==> config.mk <==
export PLATFORM = sky130hd
export DESIGN_NAME = trap_ictl
export DESIGN_NICKNAME = d
export VERILOG_FILES = /design/src/rtl/trap_ictl_pkg.sv /design/src/rtl/trap_ictl_ctrl.sv /design/src/rtl/trap_ictl_dp.sv /design/src/rtl/trap_ictl.sv
export SDC_FILE = /design/constraint.sdc
export NUM_CORES = 1
export LEC_CHECK = 0
export ABC_AREA = 0
export ABC_CLOCK_PERIOD_IN_PS = 1300
export BUFFER_PORTS_ARGS = -buffer_cell sky130_fd_sc_hd__buf_2
export CAP_MARGIN = 20
export CORE_UTILIZATION = 36
export CTS_CLUSTER_DIAMETER = 120
export CTS_CLUSTER_SIZE = 30
export DETAILED_ROUTE_END_ITERATION = 10
export GPL_TIMING_DRIVEN = 1
export PLACE_DENSITY = 0.77
export SLEW_MARGIN = 20
export SYNTH_ARGS = -nofsm -noshare
export SYNTH_HDL_FRONTEND = slang
export SYNTH_HIERARCHICAL = 1
export SYNTH_SLANG_ARGS = --single-unit
==> constraint.sdc <==
create_clock -name clk -period 1.3 [get_ports clk]
set_clock_uncertainty 0.15 [all_clocks]
set_input_delay 0.195 -clock clk [delete_from_list [all_inputs] [get_ports clk]]
set_output_delay 0.195 -clock clk [all_outputs]
set_load 0.01 [all_outputs]
==> src/rtl/trap_ictl_pkg.sv <==
package trap_ictl_pkg;
  typedef struct packed {
    logic trapSet;
    logic seqLoad;
  } trapStrobes_t;

  typedef enum logic [1:0] {
    ST_IDLE  = 2'd0,
    ST_PUSH  = 2'd1,
    ST_REDIR = 2'd2
  } seqState_e;
endpackage

==> src/rtl/trap_ictl_ctrl.sv <==
module trap_ictl_ctrl
  import trap_ictl_pkg::*;
(
  input  logic         clk,
  input  logic         rstN,
  input  logic         undefStrobe,
  input  logic         pushAck,
  output trapStrobes_t strobes,
  output logic         pushReq,
  output logic         redirect
);
  seqState_e state, stateNxt;

  always_comb begin
    stateNxt = state;
    unique case (state)
      ST_IDLE:  if (undefStrobe) stateNxt = ST_PUSH;
      ST_PUSH:  if (pushAck) stateNxt = ST_REDIR;
      ST_REDIR: stateNxt = ST_IDLE;
      default:  stateNxt = ST_IDLE;
    endcase
  end

  always_ff @(posedge clk) begin
    if (!rstN) state <= ST_IDLE;
    else       state <= stateNxt;
  end

  always_comb begin
    strobes.trapSet = undefStrobe;
    strobes.seqLoad = undefStrobe && (state == ST_IDLE);
  end

  assign pushReq  = (state == ST_PUSH);
  assign redirect = (state == ST_REDIR);

  // redirect follows an accepted push
  a_r7_redirect_after_ack: assert property (@(posedge clk) disable iff (!rstN)
    pushReq && pushAck |=> redirect && !pushReq);
  // redirect lasts a single cycle
  a_r7_redirect_pulse: assert property (@(posedge clk) disable iff (!rstN)
    redirect |=> !redirect);
  // request held until acknowledged
  a_r6_push_hold: assert property (@(posedge clk) disable iff (!rstN)
    pushReq && !pushAck |=> pushReq);
  // no new sequence starts out of a busy state
  a_r8_no_restart: assert property (@(posedge clk) disable iff (!rstN)
    redirect |=> !pushReq);
endmodule

==> src/rtl/trap_ictl_dp.sv <==
module trap_ictl_dp
  import trap_ictl_pkg::*;
#(
  parameter int PC_W    = 16,
  parameter int NUM_LVL = 3,
  parameter int HI_W    = 3,
  parameter int ADDR_W  = 1,
  parameter logic [ADDR_W-1:0]  CTRL_ADDR = 1'b0,
  parameter logic [ADDR_W-1:0]  VEC_ADDR  = 1'b1,
  parameter logic [NUM_LVL-1:0] IEN_RST   = 3'b001
) (
  input  logic              clk,
  input  logic              rstN,
  input  trapStrobes_t      strobes,
  input  logic [ADDR_W-1:0] regAddr,
  input  logic              regWrEn,
  input  logic [7:0]        regWd,
  output logic [7:0]        regRdData,
  input  logic              undefThirdByte,
  input  logic [PC_W-1:0]   pcIn,
  output logic [PC_W-1:0]   pushData,
  input  logic [NUM_LVL-1:0] irqRaw,
  output logic [NUM_LVL-1:0] irqMasked,
  input  logic [8-HI_W-1:0] srcCode,
  output logic [7:0]        vector
);
  localparam int REG_W = 8;
  localparam int SRC_W = REG_W - HI_W;
  localparam int PAD_W = REG_W - 2 - NUM_LVL;

  logic              trapQ, ufoQ;
  logic [NUM_LVL-1:0] ienQ;
  logic [HI_W-1:0]   vecHiQ;
  logic [PC_W-1:0]   pcHold;
  logic              ctrlWr, vecWr;
  logic              unusedWd;

  assign ctrlWr   = regWrEn && (regAddr == CTRL_ADDR);
  assign vecWr    = regWrEn && (regAddr == VEC_ADDR);
  assign unusedWd = ^regWd;

  always_ff @(posedge clk) begin
    if (!rstN) begin
      trapQ  <= 1'b0;
      ufoQ   <= 1'b0;
      ienQ   <= IEN_RST;
      vecHiQ <= '0;
      pcHold <= '0;
    end else begin
      if (strobes.trapSet)          trapQ <= 1'b1;
      else if (ctrlWr && !regWd[7]) trapQ <= 1'b0;
      if (strobes.seqLoad) begin
        ufoQ   <= undefThirdByte;
        pcHold <= pcIn;
      end
      if (ctrlWr) ienQ   <= regWd[NUM_LVL-1:0];
      if (vecWr)  vecHiQ <= regWd[REG_W-1 -: HI_W];
    end
  end

  always_comb begin
    if (regAddr == CTRL_ADDR)
      regRdData = {trapQ, ufoQ, {PAD_W{1'b1}}, ienQ};
    else if (regAddr == VEC_ADDR)
      regRdData = {vecHiQ, {SRC_W{1'b0}}};
    else
      regRdData = '0;
  end

  assign pushData = pcHold;
  assign vector   = {vecHiQ, srcCode};

  for (genvar i = 0; i < NUM_LVL; i++) begin : g_mask
    assign irqMasked[i] = irqRaw[i] & ienQ[i];
  end

  // a strobe always leaves the flag set
  a_r2_strobe_sets: assert property (@(posedge clk) disable iff (!rstN)
    strobes.trapSet |=> trapQ);
  // only a clearing write can drop the flag
  a_r3_sticky: assert property (@(posedge clk) disable iff (!rstN)
    trapQ && !(ctrlWr && !regWd[7]) |=> trapQ);
  // software cannot raise the flag
  a_r3_no_sw_set: assert property (@(posedge clk) disable iff (!rstN)
    !trapQ && !strobes.trapSet |=> !trapQ);
  // byte-position flag and pushed PC only move on sequence start
  a_r5_ufo_stable: assert property (@(posedge clk) disable iff (!rstN)
    !strobes.seqLoad |=> $stable(ufoQ) && $stable(pushData));
  // masked requests never exceed raw requests
  a_r10_mask_subset: assert property (@(posedge clk) disable iff (!rstN)
    (irqMasked & ~irqRaw) == '0);
endmodule

==> src/rtl/trap_ictl.sv <==
module trap_ictl
  import trap_ictl_pkg::*;
#(
  parameter int PC_W    = 16,
  parameter int NUM_LVL = 3,
  parameter int HI_W    = 3,
  parameter logic [PC_W-1:0] RESTART_ADDR = '0
) (
  input  logic               clk,
  input  logic               rstN,
  input  logic               regAddr,
  input  logic               regWrEn,
  input  logic [7:0]         regWd,
  output logic [7:0]         regRdData,
  input  logic               undefStrobe,
  input  logic               undefThirdByte,
  input  logic [PC_W-1:0]    pcIn,
  output logic               pushReq,
  output logic [PC_W-1:0]    pushData,
  input  logic               pushAck,
  output logic               redirect,
  output logic [PC_W-1:0]    redirectAddr,
  input  logic [NUM_LVL-1:0] irqRaw,
  output logic [NUM_LVL-1:0] irqMasked,
  input  logic [8-HI_W-1:0]  srcCode,
  output logic [7:0]         vector
);
  trapStrobes_t strobes;

  trap_ictl_ctrl u_ctrl (
    .clk         (clk),
    .rstN        (rstN),
    .undefStrobe (undefStrobe),
    .pushAck     (pushAck),
    .strobes     (strobes),
    .pushReq     (pushReq),
    .redirect    (redirect)
  );

  trap_ictl_dp #(
    .PC_W    (PC_W),
    .NUM_LVL (NUM_LVL),
    .HI_W    (HI_W),
    .ADDR_W  (1)
  ) u_dp (
    .clk            (clk),
    .rstN           (rstN),
    .strobes        (strobes),
    .regAddr        (regAddr),
    .regWrEn        (regWrEn),
    .regWd          (regWd),
    .regRdData      (regRdData),
    .undefThirdByte (undefThirdByte),
    .pcIn           (pcIn),
    .pushData       (pushData),
    .irqRaw         (irqRaw),
    .irqMasked      (irqMasked),
    .srcCode        (srcCode),
    .vector         (vector)
  );

  assign redirectAddr = RESTART_ADDR;
endmodule

**Word level (Yosys, flattened, before mapping)**

Index checks and enable logic that the tools add are counted.

- Register bits after elaboration: 26
- Input port bits: 39
- Output and inout bits: 53
- Logic and storage cells: 28

- Equality and inequality tests: 4
- Mux-type cells: 6
- Bitwise logic cells: 4
- Reduce and logical (&&, ||, !) cells: 8

Operators with widths:

| operator | count |
|---|---|
| $mux W8 | 1 |
| $logic_and A1 B1 Y1 | 4 |
| $mux W2 | 2 |
| $pmux W2 S2 | 1 |
| $and A1 B1 Y1 | 3 |
| $eq A2 B1 Y1 const B | 1 |
| $eq A2 B2 Y1 const B | 1 |
| $logic_not A2 Y1 | 1 |
| $mux W1 | 2 |
| $ne A2 B1 Y1 const B | 1 |
| $ne A2 B2 Y1 const B | 1 |
| $reduce_and A2 Y1 | 1 |
| $reduce_bool A2 Y1 | 1 |
| $logic_not A1 Y1 | 1 |
| $not A1 Y1 | 1 |

**Longest topological paths before layout**

Gate-level depths: netlist (run 1).

- Depth in word-level cells: 5
- Gate-level depth with buffers: 6
- Depth with buffers taken out: 4

**Modules after synthesis**

Netlist (run 1), hierarchy kept.

By module, submodules not included:

| module | instances | cells each | area each (um2) | seq. area each (um2) |
|---|---|---|---|---|
| trap_ictl_dp | 1 | 103 | 1063.5 | 480.5 |
| trap_ictl | 1 | 17 | 123.9 | 0.0 |
| trap_ictl_ctrl | 1 | 12 | 116.4 | 40.0 |

**Worst setup path before layout (run 1)**

No wires, ideal clock.

- Path type: reg-to-reg
- Start point: register u_ctrl.state[0]
- End point: register u_dp.pcHold[0], in the netlist u_dp/pushData[0]
- Setup time: 0.116 ns
- Arrival: 1.048 ns
- Data required time: 1.034 ns
- Setup slack: -0.014 ns
- Stages on the path, launching flop included: 7
- Path buffers: 2
- Period minus slack after synthesis: 1.314 ns
- Cells stage by stage: dfxtp_1 -> nand2b_4 -> nor2_2 -> buf_6 -> buf_12 -> mux2i_1 -> nor2b_1

RTL lines:

| what | RTL line | RTL |
|---|---|---|
| start, declared | trap_ictl_ctrl.sv:12 | `seqState_e state, stateNxt;` |
| start signal, assigned | trap_ictl_ctrl.sv:26 | `else state <= stateNxt;` |
| end signal, assigned | trap_ictl_dp.sv:54 | `pcHold <= pcIn;` |
| end, declared | trap_ictl_dp.sv:34 | `logic [PC_W-1:0] pcHold;` |

**Worst setup path after layout (run 1)**

- Start point: register u_dp.ufoQ
- End point: output port regRdData[6]

- Word-level cells in the longest chain between the ends: 1

RTL lines:

| what | RTL line | RTL |
|---|---|---|
| start, declared | trap_ictl_dp.sv:31 | `logic trapQ, ufoQ;` |
| start signal, assigned | trap_ictl_dp.sv:53 | `ufoQ <= undefThirdByte;` |
| $mux W8 | trap_ictl_dp.sv:62 | `if (regAddr == CTRL_ADDR)` |
| end, declared | trap_ictl.sv:14 | `output logic [7:0] regRdData,` |

Every way passes these cells.

==> results of run 1 <==
-- cell usage after synthesis --
cell type                  number
sky130_fd_sc_hd__nor2b_1       21
sky130_fd_sc_hd__nor2_2         1
sky130_fd_sc_hd__nor2_1         3
sky130_fd_sc_hd__buf_6          2
sky130_fd_sc_hd__o21ai_0        4
sky130_fd_sc_hd__clkbuf_1       1
sky130_fd_sc_hd__nand3b_1       1
sky130_fd_sc_hd__inv_1          2
sky130_fd_sc_hd__nand2b_1       2
sky130_fd_sc_hd__buf_4         25
sky130_fd_sc_hd__o211ai_1       1
sky130_fd_sc_hd__nand2_1        8
sky130_fd_sc_hd__mux2_2         2
sky130_fd_sc_hd__and2_1         4
sky130_fd_sc_hd__nand2b_4       2
sky130_fd_sc_hd__nand4_1        3
sky130_fd_sc_hd__nor2b_4        1
sky130_fd_sc_hd__a21oi_1        1
sky130_fd_sc_hd__mux2i_1       19
sky130_fd_sc_hd__dfxtp_1       26
sky130_fd_sc_hd__a21oi_2        1
sky130_fd_sc_hd__buf_12         1
sky130_fd_sc_hd__conb_1         1
-- power by group through the flow --
stage	sequential [mW]	combinational, mW	clock [mW]
2_1_floorplan	0.909	0.255	0
3_3_place_gp	0.889	0.343	0
3_5_place_dp	0.891	0.349	0
4_1_cts	0.876	0.425	0.423
5_1_grt	0.887	0.477	0.460
6_report	0.879	0.439	0.404
-- tightest hold or removal path: stages --
cell and delay (ns):
sky130_fd_sc_hd__buf_2 0.13, sky130_fd_sc_hd__nand2b_4 0.09, sky130_fd_sc_hd__a21oi_2 0.05
-- cells by family (layout without fill, tap and decap cells) --
logic type / Yosys count / in the layout / synth area share (%)
AND/OR/NAND/NOR: 46 / 46 / 21.8
multiplexers: 21 / 21 / 16.3
AO/OA/AOI/OAI: 7 / 7 / 3.17
flip-flops: 26 / 26 / 39.9
other: 1 / 16 / 0.288
buffers and inverters: 31 / 101 / 18.5
-- layout by cell type, fill, tap and decap left out, types with 2 or more instances in the layout --
master / Yosys / layout
sky130_fd_sc_hd__buf_2: 0 / 59
sky130_fd_sc_hd__dlygate4sd3_1: 0 / 24
sky130_fd_sc_hd__nor2b_1: 21 / 21
sky130_fd_sc_hd__mux2i_1: 19 / 19
sky130_fd_sc_hd__dfxtp_1: 26 / 17
sky130_fd_sc_hd__conb_1: 1 / 16
sky130_fd_sc_hd__dfxtp_2: 0 / 9
sky130_fd_sc_hd__nand2_1: 8 / 8
sky130_fd_sc_hd__buf_6: 2 / 6
sky130_fd_sc_hd__buf_4: 25 / 4
sky130_fd_sc_hd__and2_1: 4 / 4
sky130_fd_sc_hd__o21ai_0: 4 / 4
sky130_fd_sc_hd__clkbuf_4: 0 / 3
sky130_fd_sc_hd__nand2b_4: 2 / 3
sky130_fd_sc_hd__nand4_1: 3 / 3
sky130_fd_sc_hd__buf_12: 1 / 2
sky130_fd_sc_hd__nor2_1: 3 / 2
sky130_fd_sc_hd__mux2_4: 0 / 2
-- flip-flops by register name, indices dropped and copies added, names as in the netlist --
signal	count
u_dp/vecHiQ	3
u_dp/trapQ	1
u_ctrl/state	2
u_dp/ienQ	3
u_dp/pushData	16
u_dp/ufoQ	1
-- final cells by class --
class                   count  area, um^2
clock buffers               4        36.3
fillers                   319        1490
inverters                   2        7.51
multi-input cells          90         621
flip-flops and latches     26         532
well taps                  46        57.6
repair buffers             95         673
-- metrics by stage --
step | setup WS, ns | cell area (um^2) | hold slack (ns) | util, %
2_1_floorplan | -0.00646 | 1360 | 0.161 | -
3_3_place_gp | 0.0176 | 1560 | 0.240 | 45.5
3_5_place_dp | -0.0167 | 1560 | 0.240 | 45.5
4_1_cts | -0.109 | 1890 | -0.00315 | 55.3
5_1_grt | -0.149 | 1930 | -0.0105 | 56.4
6_report | -0.0988 | 1930 | 0.0118 | 56.4
-- worst paths after layout --
path	slack [ns]	startpoint	to
max	-0.1	u_dp/ufoQ	regRdData[6]
min	0.01	undefStrobe	u_ctrl/state[0]
max reg2reg	-0.01	u_ctrl/state[0]	u_dp/pushData[4]
min reg2reg	0.32	u_dp/ienQ[2]	u_dp/ienQ[2]
-- routing by layer --
metal / GRT usage (%) / part of all wire (%) / vias up
met5: 0 / 0 / -
met4: 4.07 / 0.58 / 0
met3: 2.94 / 4.4 / 4
met2: 25.8 / 53 / 43
met1: 15.9 / 42 / 496
li1: - / - / 561
-- what timing repair did --
action,CTS,global route
endpoints found under the setup margin,17,29
setup buffers,3,1
resized for setup,12,8
pin swaps,0,1
hold endpoints to repair,25,1
==> results by stage, run 1 <==
Outcome:
- The run finished, with violations left.
- The final reports fail on setup timing.

Clock network:
- The level count of the clock H-tree is 1.
- The clock drives 26 sinks.
- After clock tree synthesis, the clock-pin slew on the worst setup and hold paths is 0.14 ns.
- The number of buffers added by the clock tree synthesis step is 3.
- The hold buffer count at CTS is 24.
- The library cell used as clock root buffer is sky130_fd_sc_hd__clkbuf_4.
- The CTS tree is yes.
- The later pin in the worst-skew pair is clocked with a latency of 0.31 ns.
- No sink is reached through more buffers than the 2 on the longest clock path.

Layout:
- The area overhead of the layout relative to synthesis is 47.8%.
- After the flow finishes, the layout carries non-filler instances totaling 263.
- The number of inserted diodes is 0.
- The proportion of layout cells with a drive suffix above 1 is 43.3%.
- The number of nets in the final layout is 257.

Setup path:
- For the worst setup path, the data required time is 0.95 ns.
- The sum of buffers and inverters on the critical path is 1.
- The number of cells traversed by the worst register-to-register path is 5.
- The critical path is of the register to output pin type.
- The maximum fanout along the worst path is 2.
- The data arrival time of the worst path is 1.05 ns.
- The cell with the biggest individual delay on the critical path is sky130_fd_sc_hd__dfxtp_2.
- The worst stage delay on the critical path is 0.35 ns.
- Counting buffers and inverters, the worst setup path is 2 cells deep.
- The cell family contributing the most delay on the critical path is flip-flops.
- The worst setup path is launched from a register.
- The worst setup path is captured at an output pin.
- Walking the worst path, the cells encountered are mux2_4 > buf_6.

Timing:
- Setup repair after global routing could not meet its margin everywhere.
- The worst path uses 108% of the clock period.
- Counting I/O delays and the setup requirement, the final critical path takes 1.40 ns.
- Based on the critical path, the design can be clocked at up to 715 MHz.
- After routing, the total negative slack on setup checks comes to -0.309 ns.
- The number of failing setup endpoints in the final timing report is 7.
- The count of final hold-check violations is 0.
- The count of pins over their slew limit is 0.
- Setup slack on the critical path of the routed design comes to -0.0988 ns.

Route:
- The detailed-routing iteration count for the pre-antenna-repair pass is 4.
- The starting DRC count in detailed routing is 26.
- The detailed-route wire length per cell is 10.4 um.
- In this run the remaining antenna-violating nets after routing total 0.
- Wires add up to 2.74 mm.
- In the routed design, unresolved DRC markers number 0.
- Summing over every cut layer, the via total after detailed routing is 1,104.
- Using the TritonRoute via totals, the vias-per-cell ratio works out to 4.20.

Logic synthesis:
- The total of warnings raised by yosys is 6.
- The sequential-to-total area share from yosys stat is 39.9%.
- The register bit total from synthesis is 26.
- sky130_fd_sc_hd__dfxtp_1 takes more of the synthesized area than any other cell.
- The share of synthesized area in the top cell type comes to 39.9%.
- The synthesized instance count is 132.
- In this run the cell area of the synthesized design comes to 1300 um^2.
- Yosys mapped the design onto 23 distinct sky130hd cell types.
- Dividing the synthesized area by the synthesized cell count gives 9.88 um^2.
- After synthesis, the cell types taking the most area are sky130_fd_sc_hd__dfxtp_1 40%, sky130_fd_sc_hd__mux2i_1 15%, sky130_fd_sc_hd__buf_4 14%, sky130_fd_sc_hd__nor2b_1 10%, sky130_fd_sc_hd__nand2_1 2.3%.

Floorplan:
- The die is 62.2 um tall.
- From left edge to right edge, the die measures 62.2 um.
- The effective utilization at floorplan is 38.2%.
- The number of top-level design ports is 92.
- The standard-cell row count is 21.
- The area inside the core boundary is 3420 um^2.
- The floorplan step defined a die boundary enclosing 3870 um^2.

Worst hold path:
- The number of cells on the worst hold path is 3.
- The worst min-delay path class is primary input to register.

Global route:
- Entering global routing, the biggest net connects 20 pins.
- In the global route stage, overall resource usage came out at 14.0%.
- After global routing the overflow that remains totals 0.
- The wire length of the first global-routing pass is 4.37 mm.
- The via count of the first global-routing pass is 950.
- The initial antenna violation count is 0.

Flow run:
- The tool flagged a number of max-cap violations equal to 0.

Power:
- The switching part of the total power is 26.3%.
- The total net switching power is 0.453 mW.
- The total power divided by cell area is 893 nW/um^2.
- The leakage dissipation is 0.952 nW.
- The worst IR drop on VDD is 0.461 mV.
- The clock network burns 23.5% of the power.
- The internal power of the cells totals 1.27 mW.
- Total power for the finished layout comes to 1.72 mW.
- The combinational power share is 25.5%.
- Per report_power, the sequential group accounts for 51.0% of the total.

Placed design:
- Including well taps, the total number of placed cells is 231.
- In this run the tool buffered the top-level ports with 63 buffer cells.
- After legalization and detailed placement, the total HPWL measured 1.73 mm.
- The last weighted congestion value of the routability-driven placer is 0.714.
(Power assumes the default switching activity.)
==> run 2, diff against run 1 <==
CTS_BUF_LIST = sky130_fd_sc_hd__clkbuf_16   (was default)
==> results by stage, run 2 (synthesis gave the netlist of run 1 again) <==
Outcome:
- The flow ran to the end, but the final reports show violations.
- The checks that failed: setup timing.

Global route:
- The initial antenna violation count is 0.
- The final global-route overflow total is 0.
- The global routing usage summed across all routing layers is 11.6%.
- The via count of the first global-routing pass is 813.
- Entering global routing, the biggest net connects 20 pins.
- The wire length of the first global-routing pass is 3.68 mm.

Timing:
- After layout, the minimum clock period comes to 1.31 ns.
- The post-route setup TNS is -0.00707 ns.
- The count of pins over their slew limit was 0.
- The count of final hold-check violations is 0.
- The maximum clock rate is 765 MHz.
- The final clock period utilization by the worst path is 101%.
- The slack of the critical path is -0.00707 ns.
- Setup repair after global routing could not meet its margin everywhere.
- The number of failing setup endpoints in the final timing report is 1.
- The final hold slack is 0.00507 ns.

Floorplan:
- For this configuration, the core starts out at a cell density of 38.2%.
- For this design the top-level I/O count stands at 92.
- The die width is 62.2 um.
- The die covers 3870 um^2.
- After floorplanning, the core was sized to cover 3420 um^2.
- The height of the die is 62.2 um.
- The standard-cell row count is 21.

Clock network:
- The number of sinks driven by the clock tree is 26.
- The level count of the clock H-tree is 1.
- Buffers inserted during clock tree synthesis total 3.
- TritonCTS built the clock tree.
- The source-to-sink clock delay at the later pin of the worst-skew pair is 0.25 ns.
- The maximum buffer depth of the clock tree is 2.
- Clock-pin slew was measured on the worst setup and hold paths at 0.06 ns.
- The library cell used as clock root buffer is sky130_fd_sc_hd__clkbuf_16.

Route:
- The starting DRC count in detailed routing is 28.
- The uppermost layer routed is met4.
- The routed layout has 992 vias.
- The total wirelength of the detailed-routed design is 2.29 mm.
- In this run the remaining antenna-violating nets after routing total 0.
- Before antenna repair, the detailed router went through 4 iterations.
- Using the TritonRoute via totals, the vias-per-cell ratio works out to 4.15.
- The routed length on met3 is 131 um.
- After detailed routing, the average wire length per cell comes to 9.59 um.
- For this block, wires on met1 add up to 1.06 mm.
- Wire segments on met2 add up to 1.09 mm in the final route.
- In the routed design, unresolved DRC markers number 0.

Placed design:
- The placed wire-length estimate is 1.73 mm.
- The cell total after placement is 231.
- The last weighted congestion value of the routability-driven placer is 0.714.
- The post-place instance area is 1560 um^2.
- At the placement stage, the worst setup path has a slack of -0.0167 ns.
- The count of buffers inserted at the top-level ports is 63.

Layout:
- Leaving out fill and tap cells, the most frequent cell in the layout is sky130_fd_sc_hd__buf_2.
- In the layout the commonest cells are 61 x sky130_fd_sc_hd__buf_2, 21 x sky130_fd_sc_hd__nor2b_1, 21 x sky130_fd_sc_hd__dfxtp_1.
- Compared with the post-synthesis result, the final layout area differs by 30.2%.
- After the last flow step, the layout net total stands at 233.
- The number of antenna diodes in the final layout is 0.
- The number of standard cells in the layout, taps in and fillers out is 239.
- After routing the design area is 1700 um^2.
- The proportion of layout cells with a drive suffix above 1 is 44.6%.
- The flip-flop count of the largest register, all copies and words added is 16.

Worst hold path:
- The number of cells on the worst hold path is 3.
- In this run the worst hold path is classified as primary input to register.

Setup path:
- STA classifies the critical path startpoint as a register.
- The number of cells traversed by the worst register-to-register path is 5.
- STA puts the critical path data required time at 0.95 ns.
- The maximum fanout along the worst path is 2.
- At the worst endpoint, the arrival time is 0.96 ns.
- STA classifies the critical path endpoint as an output pin.
- The worst setup path is of the register to output pin kind.

Power:
- The analysis attributes to cell leakage a power of 0.865 nW.
- IR analysis of the VDD net gives a maximum drop of 0.530 mV.
- The total power divided by cell area is 1120 nW/um^2.

Flow run:
- Max-cap violations in this run came to 0.
[run 2: cell types whose count changed in the layout (fill, tap and decap cells not counted), moves of 2 or more]
cell / before / now
sky130_fd_sc_hd__dfxtp_2: 9 / 5
sky130_fd_sc_hd__buf_2: 59 / 61
sky130_fd_sc_hd__clkbuf_4: 3 / 0
sky130_fd_sc_hd__dfxtp_1: 17 / 21
sky130_fd_sc_hd__dlygate4sd3_1: 24 / 0
sky130_fd_sc_hd__buf_6: 6 / 3
sky130_fd_sc_hd__clkbuf_16: 0 / 3
[run 2: where the power goes]
part           internal, mW  switching (mW)  leakage (nW)
combinational         0.192           0.177         0.611
sequential            0.850          0.0253         0.216
clock                 0.411           0.253        0.0385
total                  1.45           0.456         0.865
[run 2: final timing paths]
path | start | slack (ns) | end
worst min-delay path | pushAck | 0.005 | u_ctrl/state[1]
worst min register to register | u_dp/ienQ[2] | 0.32 | u_dp/ienQ[2]
worst max register to register | u_ctrl/state[0] | 0 | u_dp/pushData[6]
worst max-delay path | u_dp/ufoQ | -0.007 | regRdData[6]
[run 2: metal layers]
metal	up-vias	track usage [%]
met5	-	0
met4	0	2.62
met3	2	3.49
met2	39	19.1
met1	440	14.9
li1	511	-
[run 2: timing repair]
item                       CTS  global route
buffers inserted             2             2
hold buffers                 0             0
setup endpoints to repair    9            21
gates resized for setup      9             1
cloned                       0             0
[run 2: cell type report]
class | count | area, um^2
Timing Repair Buffer | 71 | 417
Inverter | 2 | 7.51
Tap cell | 46 | 57.6
Clock inverter | 1 | 3.75
Multi-Input combinational cell | 90 | 611
Sequential cell | 26 | 527
Fill cell | 357 | 1720
Clock buffer | 3 | 75.1
[run 2: critical path, stage by stage, from the launching register on]
cell and delay, ns:
sky130_fd_sc_hd__dfxtp_2 0.32, sky130_fd_sc_hd__mux2_4 0.27, sky130_fd_sc_hd__buf_6 0.12
[run 2: through the flow]
step | power, mW | utilization [%]
finish | 1.91 | 49.7
global route | 2.02 | 49.7
floorplan | 1.16 | -
CTS | 1.94 | 49.2
global placement | 1.23 | 45.5
detailed placement | 1.24 | 45.5
==> run 3, diff against run 2 <==
CORE_UTILIZATION = 35   (was 36)
PLACE_DENSITY = 0.76   (was 0.77)
SYNTH_HIERARCHICAL = default   (was 1)
==> results by stage, run 3 <==
Floorplan:
- The height of the die is 61.1 um.
- The number of top-level design ports is 92.
- The area of the die is 3740 um^2.
- The effective utilization at floorplan is 36.7%.
- The total area inside the core boundary comes to 3340 um^2.
- The floorplan has 21 rows.
- The floorplan step set the die width to 61.1 um.

Setup path:
- The signal on the critical path passes through mux2_4 > buf_6.
- The critical setup path kind is register to output pin.
- The maximum fanout along the worst path is 2.
- The critical path launch point type is a register.
- The data arrival time of the worst path is 0.95 ns.
- The worst stage delay on the critical path is 0.31 ns.
- For the worst flop-to-flop path, the logic depth is 4.
- STA classifies the critical path endpoint as an output pin.
- Among all stages on the critical path, the largest delay is contributed by sky130_fd_sc_hd__dfxtp_1.
- The data required time of the worst path is 0.95 ns.

Global route:
- For this run the aggregate overflow at the end of global routing stands at 0.
- The via count of the first global-routing pass is 839.
- The global routing usage summed across all routing layers is 12.1%.
- Entering global routing, the biggest net connects 35 pins.
- The wire length of the first global-routing pass is 3.36 mm.
- The initial antenna violation count was 0.

Clock network:
- The number of sinks driven by the clock tree is 26.
- At the later pin of the worst-skew pair, clock insertion delay measures 0.25 ns.
- In this run the number of H-tree levels came out at 1.
- In this run the clock root is driven by a sky130_fd_sc_hd__clkbuf_16.
- The maximum buffer depth of the clock tree is 2.
- The CTS tree is yes.
- After clock tree synthesis, the clock-pin slew on the worst setup and hold paths is 0.06 ns.
- The number of buffers added by the clock tree synthesis step is 3.

Logic synthesis:
- After synthesis, the share of flip-flops with an asynchronous set or reset is 0%.
- The synthesized instance count is 147.
- After Yosys synthesis, XOR and XNOR cells account for 0% of the synthesized area.
- Yosys attributes the largest share of cell area to sky130_fd_sc_hd__dfxtp_1 43%, sky130_fd_sc_hd__buf_4 13%, sky130_fd_sc_hd__nand3_1 8.2%, sky130_fd_sc_hd__o21ai_0 7.4%, sky130_fd_sc_hd__nand2_1 7.1%.
- After synthesis, the mean cell area works out to 8.32 um^2.
- Of the total synthesized cell area, the portion taken by AND, OR, NAND and NOR gates is 24.4%.
- Ranked by instance count, the synthesized netlist is headed by 26 x sky130_fd_sc_hd__dfxtp_1, 23 x sky130_fd_sc_hd__nand2_1, 22 x sky130_fd_sc_hd__buf_4, 20 x sky130_fd_sc_hd__nand3_1, 18 x sky130_fd_sc_hd__o21ai_0.
- In the synthesized netlist, mux cells make up 4.29% of the area.
- The share of the synthesized area in compound gates (AO/OA/AOI/OAI) is 10.0%.
- The most instantiated library cell after synthesis is sky130_fd_sc_hd__dfxtp_1.
- Summing the areas of all fa, ha and maj instances in the mapped netlist gives 0% of the synthesized area.
- Synthesis inferred 26 register bits.
- The area share of the largest cell type after synthesis is 42.5%.
- In the synthesized netlist the dominant register cell turns out to be sky130_fd_sc_hd__dfxtp_1.
- The total of warnings raised by yosys is 0.
- By area, the combinational part of the netlist is dominated by simple AND/OR/NAND/NOR gates.
- The sequential-to-total area share from yosys stat is 42.5%.
- sky130_fd_sc_hd__dfxtp_1 takes more of the synthesized area than any other cell.
- The count of cell types in the netlist is 22.
- The number of enable-type register cells in the synthesized netlist is 0.
- The post-synth design cell area is 1220 um^2.

Layout:
- The layout filler cell count is 335.
- The library cell used most frequently in the layout, excluding fill and tap cells, is sky130_fd_sc_hd__buf_2.
- Relative to the synthesized area, the layout overhead comes to 30.3%.
- The number of inserted diodes is 0.
- For this run, the post-layout net count is 244.
- The finished layout holds 249 standard cells, fillers aside.
- The flip-flop count of the largest register, all copies and words added is 16.
- The proportion of layout cells with a drive suffix above 1 is 39.4%.
- Leaving out fill and tap cells, the most frequent cells in the layout are 61 x sky130_fd_sc_hd__buf_2, 23 x sky130_fd_sc_hd__nand2_1, 22 x sky130_fd_sc_hd__dfxtp_1.

Power:
- The worst-case IR drop observed on VDD is 0.479 mV.
- In this run, flip-flops and latches consume 47.8% of the power.
- The cell-internal power is 1.40 mW.
- The total net switching power is 0.437 mW.
- The combinational power share is 16.9%.
- In this run the power density over the cells is 1150 nW/um^2.
- Per report_power, the clock group accounts for 35.3% of the total.
- Of the total power, the share spent switching nets is 23.8%.
- The leakage dissipation is 0.781 nW.

Route:
- Summing over every cut layer, the via total after detailed routing is 1,063.
- For this block, wires on met1 add up to 1.05 mm.
- The detailed-route wire length per cell is 9.12 um.
- The uppermost layer routed is met4.
- The met2 layer wire length in the routed design is 999 um.
- Detailed routing placed a total of 210 um of wire on met3.
- In this run the remaining antenna-violating nets after routing total 0.
- In this run, the number of DRC markers left after iteration 0 of detailed routing was 17.
- The first TritonRoute pass finished after 4 iterations.
- In the routed design, unresolved DRC markers number 0.
- The total wirelength of the detailed-routed design is 2.27 mm.
- The routed via count divided by cell count is 4.27.

Timing:
- Counting I/O delays and the setup requirement, the final critical path takes 1.29 ns.
- Setup repair after global routing could not meet its margin everywhere.
- Setup violations remaining at the end of the flow were counted as 0.
- The maximum clock rate is 775 MHz.
- The count of pins over their slew limit was 0.
- The slack of the critical path is 0.00922 ns.
- The final clock period utilization by the worst path is 99.3%.
- The count of final hold-check violations is 0.

Placed design:
- The count of buffers inserted at the top-level ports is 63.
- The post-placement worst setup slack is 0.101 ns.
- The number of placed instances, taps included, is 244.
- The congestion estimate from routability-driven global placement came to 0.634.
- The placed wire-length estimate is 1.68 mm.

Flow run:
- Across the run, the number of max-cap violations was 0.

Outcome:
- The flow ran to the end, and the final reports show no timing, DRC or antenna violations.

Worst hold path:
- The min-delay analysis places its worst path in the category primary input to register.
- The number of cells on the worst hold path is 3.
## run 3: power groups by stage
stage                     Clock (mW)  Sequential (mW)  Combinational [mW]
after global placement             0            0.893               0.295
after CTS                      0.676            0.878               0.315
after detailed placement           0            0.894               0.300
after floorplan                    0            0.911               0.211
final                          0.649            0.878               0.311
after global routing           0.709            0.884               0.354
## run 3: cell families (layout without fill, tap and decap cells)
| group | count (synthesis) | after routing |
|---|---|---|
| AO/OA/AOI/OAI | 23 | 23 |
| AND/OR/NAND/NOR | 60 | 60 |
| buffers and inverters | 32 | 73 |
| multiplexers | 5 | 5 |
| flip-flops | 26 | 26 |
| other | 1 | 16 |
## run 3: cell type report
| class | instances | area [um^2] | area share, % |
|---|---|---|---|
| Clock buffer | 3 | 75.1 | 4.71 |
| Sequential cell | 26 | 528 | 33.1 |
| Timing Repair Buffer | 69 | 385 | 24.2 |
| Inverter | 1 | 3.75 | 0.235 |
| Multi-Input combinational cell | 104 | 544 | 34.1 |
| Tap cell | 46 | 57.6 | 3.61 |
## run 3: metrics by stage
stage | hold slack [ns] | cell area, um^2 | setup TNS [ns] | util, % | power, mW
floorplan | 0.173 | 1280 | 0 | - | 1.12
global placement | 0.240 | 1470 | 0 | 44.2 | 1.19
detailed placement | 0.240 | 1470 | 0 | 44.2 | 1.19
CTS | 0.0000710 | 1590 | -0.00363 | 47.6 | 1.87
global route | 0.00546 | 1590 | -0.0334 | 47.8 | 1.95
finish | 0.00550 | 1590 | 0 | 47.8 | 1.84
## run 3: repair_timing
action                     4_1_cts  5_1_grt
setup buffers                    2        0
resized for setup                7        3
setup endpoints to repair        3        5
hold buffers                     0        0
pin swaps                        0        0
## run 3: layer usage
layer	GRT usage [%]	vias up
li1	-	555
met1	13.5	451
met2	21.1	55
met3	3.57	2
met4	5.84	0
met5	0	-
## run 3: path summary, 6_finish.rpt
path | start | end | slack (ns)
worst min register to register | u_dp.pushData[6] | u_dp.pushData[6] | 0.30
worst min-delay path | pcIn[3] | u_dp.pushData[3] | 0.005
worst max register to register | u_ctrl.state[1] | u_dp.pushData[14] | 0.12
worst max-delay path | u_dp.trapQ | regRdData[7] | 0.009
## run 3: critical path: cells and delay by family (launching register included)
kind	cells	cell delay, ns
DFF	1	0.31
muxes	1	0.27
buffers and inverters	1	0.12
